==> config.mk <==
export PLATFORM = sky130hd
export DESIGN_NAME = ep_in_handshake
export DESIGN_NICKNAME = d
export VERILOG_FILES = /design/src/rtl/ep_hs_pkg.sv /design/src/rtl/ep_mode_cfg.sv /design/src/rtl/ep_hs_fsm.sv /design/src/rtl/ep_seq_flags.sv /design/src/rtl/ep_in_handshake.sv
export SDC_FILE = /design/constraint.sdc
export NUM_CORES = 1
export LEC_CHECK = 0
export ABC_AREA = 1
export BUFFER_PORTS_ARGS = -buffer_cell sky130_fd_sc_hd__buf_2
export CELL_PAD_IN_SITES_DETAIL_PLACEMENT = 1
export CELL_PAD_IN_SITES_GLOBAL_PLACEMENT = 2
export CORE_MARGIN = 2
export CORE_UTILIZATION = 22
export CTS_BUF_LIST = sky130_fd_sc_hd__clkbuf_16
export DETAILED_ROUTE_END_ITERATION = 10
export PLACE_DENSITY_LB_ADDON = 0.1
export SYNTH_ARGS = -nofsm -noshare
export SYNTH_HDL_FRONTEND = slang
export SYNTH_SLANG_ARGS = --single-unit
==> constraint.sdc <==
create_clock -name clk -period 3.13 [get_ports clk]
set_clock_uncertainty 0.2 [all_clocks]
set_input_delay 0.1565 -clock clk [delete_from_list [all_inputs] [get_ports clk]]
set_output_delay 0.1565 -clock clk [all_outputs]
set_load 0.1 [all_outputs]
==> src/rtl/ep_hs_pkg.sv <==
`timescale 1ns/1ps
package ep_hs_pkg;
    typedef enum logic [1:0] {
        ST_IDLE = 2'd0,
        ST_SEND = 2'd1,
        ST_NAK  = 2'd2,
        ST_WAIT = 2'd3
    } ep_state_t;
endpackage

==> src/rtl/ep_mode_cfg.sv <==
`timescale 1ns/1ps
// Resolves the effective mode and holds the sticky configuration error.
module ep_mode_cfg (
    input  logic clk,
    input  logic rst_n,
    input  logic fb_en,
    input  logic single_buf,
    output logic fb_eff,
    output logic cfg_err
);
    logic bad_cfg;

    always_comb begin
        bad_cfg = fb_en && !single_buf;
        fb_eff  = fb_en && single_buf;
    end

    always_ff @(posedge clk or negedge rst_n) begin
        if (!rst_n) begin
            cfg_err <= 1'b0;
        end else if (bad_cfg) begin
            cfg_err <= 1'b1;
        end
    end
endmodule

==> src/rtl/ep_hs_fsm.sv <==
`timescale 1ns/1ps
// Token response state machine; latches the mode per transaction.
module ep_hs_fsm
    import ep_hs_pkg::*;
(
    input  logic clk,
    input  logic rst_n,
    input  logic in_token,
    input  logic hs_ack,
    input  logic hs_timeout,
    input  logic fb_eff,
    input  logic buf_rdy,
    output logic fb_lat,
    output logic send_data,
    output logic send_nak,
    output logic ev_sent,
    output logic ev_ack
);
    ep_state_t state_q, state_d;
    logic      may_send;

    always_comb begin
        may_send = fb_eff || buf_rdy;
        state_d  = state_q;
        unique case (state_q)
            ST_IDLE: begin
                if (in_token) begin
                    state_d = may_send ? ST_SEND : ST_NAK;
                end
            end
            ST_SEND: state_d = ST_WAIT;
            ST_NAK:  state_d = ST_IDLE;
            ST_WAIT: begin
                if (hs_ack || hs_timeout) begin
                    state_d = ST_IDLE;
                end
            end
            default: state_d = ST_IDLE;
        endcase
    end

    always_ff @(posedge clk or negedge rst_n) begin
        if (!rst_n) begin
            state_q <= ST_IDLE;
            fb_lat  <= 1'b0;
        end else begin
            state_q <= state_d;
            if (state_q == ST_IDLE && in_token) begin
                fb_lat <= fb_eff;
            end
        end
    end

    always_comb begin
        send_data = 1'b0;
        send_nak  = 1'b0;
        ev_sent   = 1'b0;
        ev_ack    = 1'b0;
        unique case (state_q)
            ST_IDLE: ;
            ST_SEND: begin
                send_data = 1'b1;
                ev_sent   = 1'b1;
            end
            ST_NAK:  send_nak = 1'b1;
            ST_WAIT: ev_ack = hs_ack;
            default: ;
        endcase
    end
endmodule

==> src/rtl/ep_seq_flags.sv <==
`timescale 1ns/1ps
// Sequence bit and buffer-ready flag.
module ep_seq_flags #(
    parameter bit INIT_TOGGLE = 1'b0
) (
    input  logic clk,
    input  logic rst_n,
    input  logic buf_set,
    input  logic fb_lat,
    input  logic ev_sent,
    input  logic ev_ack,
    output logic toggle,
    output logic buf_rdy
);
    logic advance;

    always_comb begin
        advance = fb_lat ? ev_sent : ev_ack;
    end

    always_ff @(posedge clk or negedge rst_n) begin
        if (!rst_n) begin
            toggle  <= INIT_TOGGLE;
            buf_rdy <= 1'b0;
        end else begin
            if (advance) begin
                toggle <= !toggle;
            end
            if (buf_set) begin
                buf_rdy <= 1'b1;
            end else if (advance) begin
                buf_rdy <= 1'b0;
            end
        end
    end
endmodule

==> src/rtl/ep_in_handshake.sv <==
`timescale 1ns/1ps
module ep_in_handshake #(
    parameter bit INIT_TOGGLE = 1'b0
) (
    input  logic clk,
    input  logic rst_n,
    input  logic in_token,
    input  logic hs_ack,
    input  logic hs_timeout,
    input  logic buf_set,
    input  logic single_buf,
    input  logic fb_en,
    output logic send_data,
    output logic send_nak,
    output logic toggle,
    output logic buf_rdy,
    output logic cfg_err
);
    logic fb_eff;
    logic fb_lat;
    logic ev_sent;
    logic ev_ack;

    ep_mode_cfg u_mode (
        .clk        (clk),
        .rst_n      (rst_n),
        .fb_en      (fb_en),
        .single_buf (single_buf),
        .fb_eff     (fb_eff),
        .cfg_err    (cfg_err)
    );

    ep_hs_fsm u_fsm (
        .clk        (clk),
        .rst_n      (rst_n),
        .in_token   (in_token),
        .hs_ack     (hs_ack),
        .hs_timeout (hs_timeout),
        .fb_eff     (fb_eff),
        .buf_rdy    (buf_rdy),
        .fb_lat     (fb_lat),
        .send_data  (send_data),
        .send_nak   (send_nak),
        .ev_sent    (ev_sent),
        .ev_ack     (ev_ack)
    );

    ep_seq_flags #(.INIT_TOGGLE(INIT_TOGGLE)) u_flags (
        .clk     (clk),
        .rst_n   (rst_n),
        .buf_set (buf_set),
        .fb_lat  (fb_lat),
        .ev_sent (ev_sent),
        .ev_ack  (ev_ack),
        .toggle  (toggle),
        .buf_rdy (buf_rdy)
    );
endmodule

After elaboration in Yosys (flattened, before gate mapping)
Index checks and enable logic that the tools add are counted.
- register bits: 6
- output and inout port bits: 5
- bits of input ports: 8
- word-level logic and storage cells: 30
- eq/ne operators: 5
- reduce and logical (&&, ||, !) cells: 10
- multiplexer cells: 10
- operators by type and width (cell ; count):
    one-hot mux 2 bit (4 select lines) ; 1
    two-way mux 1 bit ; 6
    two-way mux 2 bit ; 3
    equality test 2 bit (second input constant) ; 2
    logical AND 1 bit ; 3
    equality test 2 x 1 -> 1 bit (second input constant) ; 1
    logical NOT 1 bit ; 2
    logical NOT 2 bit ; 1
    logical OR 1 bit ; 2
    != test 2 x 1 -> 1 bit (second input constant) ; 1
    != test 2 bit (second input constant) ; 1
    AND reduction 2 bit ; 1
    nonzero test 2 bit ; 1

Longest topological paths before layout
- word-level depth: 5
- mapped depth: 6
- mapped depth without buffers: 6

Cells and area by module
Synthesis repeated with hierarchy kept, for this count alone.
- cell total of the unflattened synthesis: 49
- area, all modules: 331.6 sq um
- modules (own cells, without submodules) (module ; area each (sq um) ; sequential area each (sq um) ; cells each ; times used):
    ep_hs_fsm ; 175.2 ; 75.1 ; 26 ; 1
    ep_seq_flags ; 108.9 ; 50.0 ; 16 ; 1
    ep_mode_cfg ; 47.5 ; 25.0 ; 7 ; 1

Worst setup path after synthesis
Ideal clock, no wire load.
- kind: reg2out
- start point: register u_fsm.state_q[0]
- end point: output send_nak
- slack: 1.104 ns
- stages on the path, launching flop included: 2
- buffers on the path: 0
- data required time: 2.773 ns
- data arrival time: 1.670 ns
- path through: dfrtp_1 > nor2_1
- longest elaborated chain between the ends: 2
- ends and longest elaborated chain (element ; line ; RTL):
    start: declaration ; ep_hs_fsm.sv:19 ; ep_state_t state_q, state_d;
    start signal: assignment ; ep_hs_fsm.sv:47 ; state_q <= state_d;
    equality test 2 bit ; ep_hs_fsm.sv:59 ; unique case (state_q)
    two-way mux 1 bit ; ep_hs_fsm.sv:59 ;
    end: declaration ; ep_in_handshake.sv:14 ; output logic send_nak,
No other way between the ends.

Final worst setup path
- start point: register u_fsm.state_q[1]
- end point: output send_data
- longest elaborated chain between the ends: 2
- ends and longest elaborated chain (element ; line ; RTL):
    equality test 2 x 1 -> 1 bit ; ep_hs_fsm.sv:59 ;
    two-way mux 1 bit ; ep_hs_fsm.sv:59 ;
    end: declaration ; ep_in_handshake.sv:13 ; output logic send_data,
No other way between the ends.

==> out/qor.csv <==
metric,value,unit
status,"complete, no violations",
rsz0062_at_grt,false,
ys_warn_count,0,
rows,13,
hp-class,primary input to register,
ys_ff_latch,6,
max_stage_delay,0.41,ns
nNetsFinal,72,
hold_ws,0.0129,ns
insertion_delay,0.22,ns
yosysUniqueCellTypes,9,
maxSlewViolCount,0,
drc,0,
die_width,41.0,um
wl_per_cell,9.70,um
area_delta_synth_final,64.3,%
cts.htree.levels,1,
max_slew_margin,0.678,
startpoint_type,register,
crit_top_cell,inv_1,
design.die.area,1680,um2
setup_viol,0,
crit_chain,"inv_1, nand2_1, inv_1, buf_2",
post_cts_resized,0,
port_buffers,12,
post_dp_cell_area,380,um2
first_pass_iters,1,
avgViaCountPerCell,4.09,
drtIter0Drc,0,
cp_data_arrival_time,1.27,ns
grt_pass1_wl,1.30,mm
grt_max_degree,7,
path_class,register to output port,
track_usage,0.122,
tns,0,ns
end_kind,output port,
initial_core_util,0.235,
worst-path-buf-inv,3,
hold_viol,0,
cp.required,2.77,ns
cts_buffers,3,
wl,747,um
avgSynthCellArea,7.01,um2
ios,13,
dp_hpwl,603,um
clock_sinks,6,
cts_max_path_buffers,2,
cts_root_buffer,clkbuf_16,
cp_max_fo,4,
max_freq,614,MHz
fin_crit,1.63,ns
critPathTopFamily,buffers and inverters,
syn_inst,43,
antenna_found_initial,0,
die_h,41.0,um
drive_above_1_share,0.274,
final_area,495,um2
syn-num-nets,51,
worstMarginPinSlew,0.486,ns
place.gp.congestion,0.621,
globalRouteOverflowTotal,0,
path_clk_slew,0.03,ns
grt_pass1_vias,326,
synth-seq-area-share,0.498,
syn_area,302,um2
core_area,1280,um2
maxCapViolCount,0,
slowest_stage,buf_2,
cts_tree,done,
dr_total_vias,315,
timing.final.crit_share,0.520,
drtAntennaViolNets,0,
diodes,0,
## layout by cell type, fill, tap and decap left out
cell type	n
nand3_1	4
nor2_1	4
dfrtp_1	6
o21ai_1	1
inv_2	1
nand2_2	1
clkbuf_16	3
dlygate4sd3_1	4
buf_2	12
nand2_1	17
o21bai_1	1
inv_1	8
## cell families after synthesis
| group | count (synthesis) | share of synthesized area |
|---|---|---|
| compound gates | 2 | 0.0415 |
| buf+inv | 9 | 0.112 |
| flops | 6 | 0.498 |
| simple gates | 26 | 0.349 |
## worst paths after layout
check	from	to	slack (ns)	cells after the start
max	u_fsm.state_q[1]	send_data	1.50	4
max reg2reg	u_mode.cfg_err	u_mode.cfg_err	1.74	2
max in group asynchronous	rst_n	u_fsm.fb_lat	2.50	2
min	in_token	u_fsm.fb_lat	0.01	3
min in group asynchronous	rst_n	u_flags.toggle	0.08	2
min reg2reg	u_flags.toggle	u_flags.toggle	0.33	2
## per-layer routing
layer,wire length [um],vias to the layer above,track usage
met1,321,144,0.133
met5,0,-,0
met3,28,0,0.0489
met2,398,7,0.219
li1,-,164,-
met4,0,0,0.0250
## metrics by stage
| step | utilization | setup slack [ns] | cells |
|---|---|---|---|
| 6_report | 0.386 | 1.50 | 77 |
| 5_1_grt | 0.386 | 1.43 | 77 |
| 4_1_cts | 0.386 | 1.49 | 77 |
| 3_5_place_dp | 0.296 | 1.73 | 70 |
| 3_3_place_gp | 0.296 | 1.78 | 70 |
| 2_1_floorplan | - | 1.10 | 43 |
## cell usage after synthesis
master / number / area (um2)
inv_2: 1 / 3.75
nand2_2: 1 / 6.26
nor2_1: 4 / 15.0
o21ai_1: 1 / 5.00
nand2_1: 17 / 63.8
inv_1: 8 / 30.0
nand3_1: 4 / 20.0
dfrtp_1: 6 / 150
o21bai_1: 1 / 7.51
## sequential cells by signal, summed over array words and instances, names as in the netlist
name,count
u_mode.cfg_err,1
u_fsm.fb_lat,1
u_flags.toggle,1
u_fsm.state_q,2
u_flags.buf_rdy,1
## area by class of cell
cell class | instances | area (um2)
Tap cell | 15 | 18.8
Multi-Input combinational cell | 28 | 118
Inverter | 9 | 33.8
Clock buffer | 3 | 75.1
Fill cell | 160 | 790
Sequential cell | 6 | 150
Timing Repair Buffer | 16 | 100
## worst register-to-register path: stages (launching register included)
cell           delay [ns]
dfrtp_1              0.37
o21bai_1             0.15
dlygate4sd3_1        0.55
## repair_timing
| item | in CTS | in global routing |
|---|---|---|
| hold buffers | 4 | 0 |
| hold endpoints to repair | 8 | 0 |
| endpoints found under the setup margin | 0 | 0 |
| buffers inserted | 0 | 0 |
Power is left out: the tool's default activity adds up to more than one toggle a clock period on the data nets, which glitch-free logic cannot reach.
